### config.mk
export PLATFORM = sky130hd
export DESIGN_NAME = srate_gen
export DESIGN_NICKNAME = d
export VERILOG_FILES = /design/src/rtl/srate_pkg.sv /design/src/rtl/srate_edge.sv /design/src/rtl/srate_div.sv /design/src/rtl/srate_frame.sv /design/src/rtl/srate_gen.sv
export SDC_FILE = /design/constraint.sdc
export NUM_CORES = 1
export LEC_CHECK = 0
export BUFFER_PORTS_ARGS = -buffer_cell sky130_fd_sc_hd__buf_4
export CAP_MARGIN = 0
export CORE_MARGIN = 10
export CORE_UTILIZATION = 35
export CTS_BUF_LIST = sky130_fd_sc_hd__clkbuf_4 sky130_fd_sc_hd__clkbuf_8 sky130_fd_sc_hd__clkbuf_16
export CTS_CLUSTER_DIAMETER = 120
export DETAILED_ROUTE_END_ITERATION = 10
export HOLD_SLACK_MARGIN = 0.06
export MAX_ROUTING_LAYER = met4
export SLEW_MARGIN = 20
export SYNTH_ARGS = -nofsm -noshare
export SYNTH_HDL_FRONTEND = slang
export SYNTH_SLANG_ARGS = --single-unit
### constraint.sdc
create_clock -name clk -period 4.65 [get_ports clk]
set_input_delay 0.2325 -clock clk [delete_from_list [all_inputs] [get_ports clk]]
set_output_delay 0.2325 -clock clk [all_outputs]
set_load 0.03 [all_outputs]
### src/rtl/srate_pkg.sv
package srate_pkg;

  // Source selection, formed as {src_ext, src_pick}
  typedef enum logic [1:0] {
    SRC_SYS   = 2'b00,
    SRC_SYS_B = 2'b01,
    SRC_PIN_A = 2'b10,
    SRC_PIN_B = 2'b11
  } src_e;

endpackage

### src/rtl/srate_edge.sv
module srate_edge #(
  parameter int STAGES = 2
) (
  input  logic clk,
  input  logic rst,
  input  logic din,
  input  logic inv,
  output logic rise
);

  // chain[STAGES-1:0] is the synchronizer, chain[STAGES] the edge history
  logic [STAGES:0] chain;

  always_ff @(posedge clk) begin
    if (rst) chain <= '0;
    else     chain <= {chain[STAGES-1:0], din ^ inv};
  end

  assign rise = chain[STAGES-1] & ~chain[STAGES];


  edge_single_chk: assert property (@(posedge clk) disable iff (rst)
    rise |=> !rise);

endmodule

### src/rtl/srate_div.sv
module srate_div #(
  parameter int DIV_W = 8
) (
  input  logic             clk,
  input  logic             rst,
  input  logic             run,
  input  logic             restart,
  input  logic             src_tick,
  input  logic             load,
  input  logic [DIV_W-1:0] div_in,
  output logic             gtick
);

  logic [DIV_W-1:0] div_l;
  logic [DIV_W-1:0] dcnt;
  logic [DIV_W-1:0] term;
  logic             wrap;

  // held setting, refreshed only when idle or at a frame start
  always_ff @(posedge clk) begin
    if (rst)       div_l <= '0;
    else if (load) div_l <= div_in;
  end

  // terminal count N-1; a zero setting is raised to divide by two
  assign term  = (div_l == '0) ? DIV_W'(1) : div_l;
  assign wrap  = src_tick && (dcnt == term);
  assign gtick = run && !restart && wrap;

  always_ff @(posedge clk) begin
    if (rst || !run || restart) dcnt <= '0;
    else if (src_tick)          dcnt <= wrap ? '0 : dcnt + 1'b1;
  end


  clkg_half_chk: assert property (@(posedge clk) disable iff (rst)
    gtick |=> !gtick);

endmodule

### src/rtl/srate_frame.sv
module srate_frame #(
  parameter int PER_W = 12,
  parameter int WID_W = 8
) (
  input  logic             clk,
  input  logic             rst,
  input  logic             run,
  input  logic             restart,
  input  logic             gtick,
  input  logic [PER_W-1:0] per_in,
  input  logic [WID_W-1:0] wid_in,
  output logic             start,
  output logic             bclk_q,
  output logic             fs_q
);

  localparam int CW = ((PER_W > WID_W) ? PER_W : WID_W) + 1;

  logic             started;
  logic [PER_W-1:0] pos;
  logic [PER_W-1:0] per_l;
  logic [PER_W-1:0] pterm;
  logic [WID_W-1:0] wid_l;
  logic [CW-1:0]    width_l;
  logic [CW-1:0]    pos_nx;

  // last position of the frame; a zero period setting becomes two ticks
  assign pterm = (per_l == '0) ? PER_W'(1) : per_l;

  always_comb begin
    width_l = CW'(wid_l) + CW'(1);
    if (width_l > CW'(pterm)) width_l = CW'(pterm);
    pos_nx = CW'(pos) + CW'(1);
  end

  assign start = gtick && (!started || (pos == pterm));

  always_ff @(posedge clk) begin
    if (rst) begin
      started <= 1'b0;
      pos     <= '0;
      per_l   <= '0;
      wid_l   <= '0;
      bclk_q  <= 1'b0;
      fs_q    <= 1'b0;
    end else begin
      bclk_q <= gtick;
      if (!run || restart) begin
        started <= 1'b0;
        pos     <= '0;
        fs_q    <= 1'b0;
        if (!run) begin
          per_l <= per_in;
          wid_l <= wid_in;
        end
      end else if (start) begin
        started <= 1'b1;
        pos     <= '0;
        per_l   <= per_in;
        wid_l   <= wid_in;
        fs_q    <= 1'b1;
      end else if (gtick) begin
        pos  <= pos + 1'b1;
        fs_q <= (pos_nx < width_l);
      end
    end
  end


  fsg_gap_chk: assert property (@(posedge clk) disable iff (rst)
    (started && start) |-> !fs_q);


  fsg_align_chk: assert property (@(posedge clk) disable iff (rst)
    $rose(fs_q) |-> bclk_q);

endmodule

### src/rtl/srate_gen.sv
module srate_gen #(
  parameter int SYNC_STAGES = 2,
  parameter int DIV_W       = 8,
  parameter int PER_W       = 12,
  parameter int WID_W       = 8
) (
  input  logic             clk,
  input  logic             rst,
  input  logic             enable,
  input  logic             src_ext,
  input  logic             src_pick,
  input  logic             pin_a,
  input  logic             pin_b,
  input  logic             inv_a,
  input  logic             inv_b,
  input  logic             fsync_in,
  input  logic             resync_en,
  input  logic [DIV_W-1:0] div_cfg,
  input  logic [PER_W-1:0] per_cfg,
  input  logic [WID_W-1:0] wid_cfg,
  output logic             bclk_en,
  output logic             frame_pulse
);

  localparam int NPIN = 2;

  logic [NPIN-1:0] pin_v;
  logic [NPIN-1:0] inv_v;
  logic [NPIN-1:0] pin_rise;
  logic            fs_rise;
  logic            src_tick;
  logic            restart;
  logic            gtick;
  logic            start;
  logic            div_load;
  srate_pkg::src_e sel;

  assign pin_v = {pin_b, pin_a};
  assign inv_v = {inv_b, inv_a};

  for (genvar g = 0; g < NPIN; g++) begin : g_pin
    srate_edge #(.STAGES(SYNC_STAGES)) u_edge (
      .clk  (clk),
      .rst  (rst),
      .din  (pin_v[g]),
      .inv  (inv_v[g]),
      .rise (pin_rise[g])
    );
  end

  srate_edge #(.STAGES(SYNC_STAGES)) u_fsync (
    .clk  (clk),
    .rst  (rst),
    .din  (fsync_in),
    .inv  (1'b0),
    .rise (fs_rise)
  );

  assign sel = srate_pkg::src_e'({src_ext, src_pick});

  always_comb begin
    case (sel)
      srate_pkg::SRC_PIN_A: src_tick = pin_rise[0];
      srate_pkg::SRC_PIN_B: src_tick = pin_rise[1];
      default:              src_tick = 1'b1;
    endcase
  end

  assign restart  = resync_en && fs_rise;
  assign div_load = !enable || start;

  srate_div #(.DIV_W(DIV_W)) u_div (
    .clk      (clk),
    .rst      (rst),
    .run      (enable),
    .restart  (restart),
    .src_tick (src_tick),
    .load     (div_load),
    .div_in   (div_cfg),
    .gtick    (gtick)
  );

  srate_frame #(.PER_W(PER_W), .WID_W(WID_W)) u_frame (
    .clk     (clk),
    .rst     (rst),
    .run     (enable),
    .restart (restart),
    .gtick   (gtick),
    .per_in  (per_cfg),
    .wid_in  (wid_cfg),
    .start   (start),
    .bclk_q  (bclk_en),
    .fs_q    (frame_pulse)
  );


  en_quiet_chk: assert property (@(posedge clk) disable iff (rst)
    !enable |=> (!bclk_en && !frame_pulse));

endmodule

==> out/qor.yml <==
status: "finished clean"
io_buffers: 40
netlist.area_leader.share_pct: 32.6
tightest_slew_ns: 0.840
viasPerCell: 4.88
grt_pass1_vias: 3056
period_share_pct: 89.9
cts_setup_buffers: 0
critPathRequiredTime_ns: 4.87
globalRouteOverflowTotal: 0
maxCapViolCount: 0
min_period_ns: 4.18
syn_area_um2: 3690
cts.repair.resized: 0
critPathCapture: "u_frame.fs_q"
ctsHtreeMaxLevel: 3
rsz0062_at_grt: "no"
layout.nets: 515
post-synth-top-count-cell: "dfxtp_1"
grt_antenna_before_repair: 0
tns_ns: 0
antenna-diode-count: 0
multi_input_area_um2: 2340
placementRows: 37
die_area_um2: 15000
holdBufCountCts: 0
max_freq_mhz: 239
io_pins: 41
grt_pass1_wl_um: 14200
synth-seq-cells: 60
slew_viol_final: 0
worst_clock_skew_ns: 0.00499
ys.flop_type: "dfxtp_1"
place_area_um2: 4140
path_cells: "ha_1 -> nand3_1 -> xnor2_1 -> ha_1 -> nand4b_1 -> nand2_1 -> a31oi_1 -> a2111oi_0 -> nor2_2 -> mux2i_1 -> ha_1 -> nand2_1 -> o21ai_0 -> a41oi_1 -> or3_1 -> nor4_1 -> a21oi_1"
netlist_instances: 411
clockBufferDepth: 2
r2r_cells: 17
clock_latency_ns: 0.34
first_pass_iters: 4
post-route-drc-count: 0
cts_buffers: 9
cp-start-kind: "flip-flop"
synth_common_cells: "dfxtp_1, nand2b_1, mux2i_1, xnor2_1, nor2_1"
wl_um: 8430
ys_warn_count: 0
ant_nets: 0
rr_endpoint: "u_frame.fs_q"
drive_gt1_share_pct: 15.7
cts_root_buffer: "clkbuf_8"
track_usage_pct: 12.1
cts_tree: "built"
powerDensity_nw_per_um2: 291
dp_hpwl_um: 6490
drt-initial-drc-count: 99
path_clk_slew_ns: 0.07
cp-startpoint: "u_frame.wid_l[0]"
leakage_uw: 0.00181
initial_core_util_pct: 35.9
async_flop_share_pct: 0
seqCellArea_um2: 1200
synth.avg_cell_area_um2: 8.97
cp_data_arrival_time_ns: 4.40
synth_edf_count: 0
die_h_um: 123
finalSetupViolCount: 0
syn2layout_area_growth_pct: 17.5
ir_worst_vdd_mv: 0.200
critical_path_class: "reg2reg"
crit_family: "compound AO/OA/AOI/OAI gates"
synth_top_area_cell: "dfxtp_1"
relSlewSlack_pct: 42.5
crit_cells: 17
postLayoutCellArea_um2: 4330
crit-reg2reg-launch: "u_frame.wid_l[0]"
yosysSeqAreaShare_pct: 32.6
gp_congestion: 0.940
routedWlPerCell_um: 14.2
core_um2: 10300
path_buf_inv: 0
cp_slowest_cell: "a2111oi_0"
vias: 2901
hold_viol: 0
cpMostUsedCell: "ha_1"
crit_fanout: 8
nFillCells: 1057
end_kind: "flip-flop"
synth_cell_type_count: 43
die_w_um: 123
cts_num_sinks: 60
grt_max_degree: 68
yosys-top-cells-area: "dfxtp_1, mux2i_1, nand2b_1"
r2r_slack_ns: 0.47
crit_path_max_incr_delay_ns: 0.76
worst_hold_path_type: "in2reg"
[worst min-delay path by stage]
stage                             start                       end  cells past startpoint
2_1_floorplan                  fsync_in          u_fsync.chain[0]                      1
3_3_place_gp   g_pin[0].u_edge.chain[0]  g_pin[0].u_edge.chain[1]                      1
3_5_place_dp   g_pin[0].u_edge.chain[0]  g_pin[0].u_edge.chain[1]                      1
4_1_cts                        fsync_in          u_fsync.chain[0]                      2
5_1_grt                        fsync_in          u_fsync.chain[0]                      2
6_report                       fsync_in          u_fsync.chain[0]                      2
[stage by stage]
step	worst slack [ns]	utilization [%]	total power [uW]	hold WS (ns)	instances
6_report	0.470	42.2	1260	0.104	594
5_1_grt	0.0392	42.2	1330	0.0810	594
4_1_cts	0.491	42.2	1280	0.0896	594
3_5_place_dp	0.530	40.3	808	0.423	579
3_3_place_gp	0.620	40.3	805	0.418	579
2_1_floorplan	0.935	-	731	0.361	413
[flip-flops by register name, indices dropped and copies added, names as in the netlist]
signal	flops
u_frame.per_l	12
u_frame.pos	12
u_div.dcnt	8
u_div.div_l	8
u_frame.wid_l	8
g_pin.u_edge.chain	6
u_fsync.chain	3
u_frame.bclk_q	1
u_frame.fs_q	1
u_frame.started	1
[cell families (layout without fill, tap and decap cells)]
kind of cell / after synthesis / after routing / share of synthesized area [%]
AO/OA/AOI/OAI: 34 / 34 / 7.06
XOR/XNOR: 57 / 57 / 13.5
adder cells (fa/ha/maj): 22 / 22 / 7.47
buffers and inverters: 33 / 78 / 4.04
flip-flops: 60 / 60 / 32.6
multiplexers: 38 / 38 / 10.3
other: 1 / 3 / 0.102
AND/OR/NAND/NOR: 166 / 166 / 24.9
[layout by cell type, fill, tap and decap left out, types with 16 or more instances in the layout]
| cell type | synthesis | final |
|---|---|---|
| xnor2_1 | 38 | 38 |
| nor4_1 | 16 | 16 |
| mux2i_1 | 38 | 38 |
| nor2_1 | 29 | 29 |
| dfxtp_1 | 60 | 60 |
| nand2_1 | 16 | 16 |
| buf_4 | 0 | 51 |
| nand2b_1 | 56 | 56 |
| xor2_1 | 19 | 19 |
| ha_1 | 22 | 22 |
[final cells by class]
class                           instances  share of cell area, %
Multi-Input combinational cell        320                   54.1
Sequential cell                        60                   27.7
Tap cell                              136                   3.93
Clock buffer                           10                   3.18
Inverter                               12                   1.04
Clock inverter                          5                   1.21
Timing Repair Buffer                   51                   8.84
[power breakdown]
part	internal (uW)	switching, uW	total [uW]
combinational	115	123	238
sequential	537	21.7	559
clock	256	210	466
total	908	355	1260
[per-layer routing]
metal	part of all wire (%)	wire length [um]	vias up	track usage, %
met5	0	0	-	-
met4	1.4	121	0	3.76
met3	3.9	328	12	3.08
met2	46	3860	54	18.9
met1	49	4130	1341	15.1
li1	-	-	1494	-
Power figures use the tool's default switching activity.
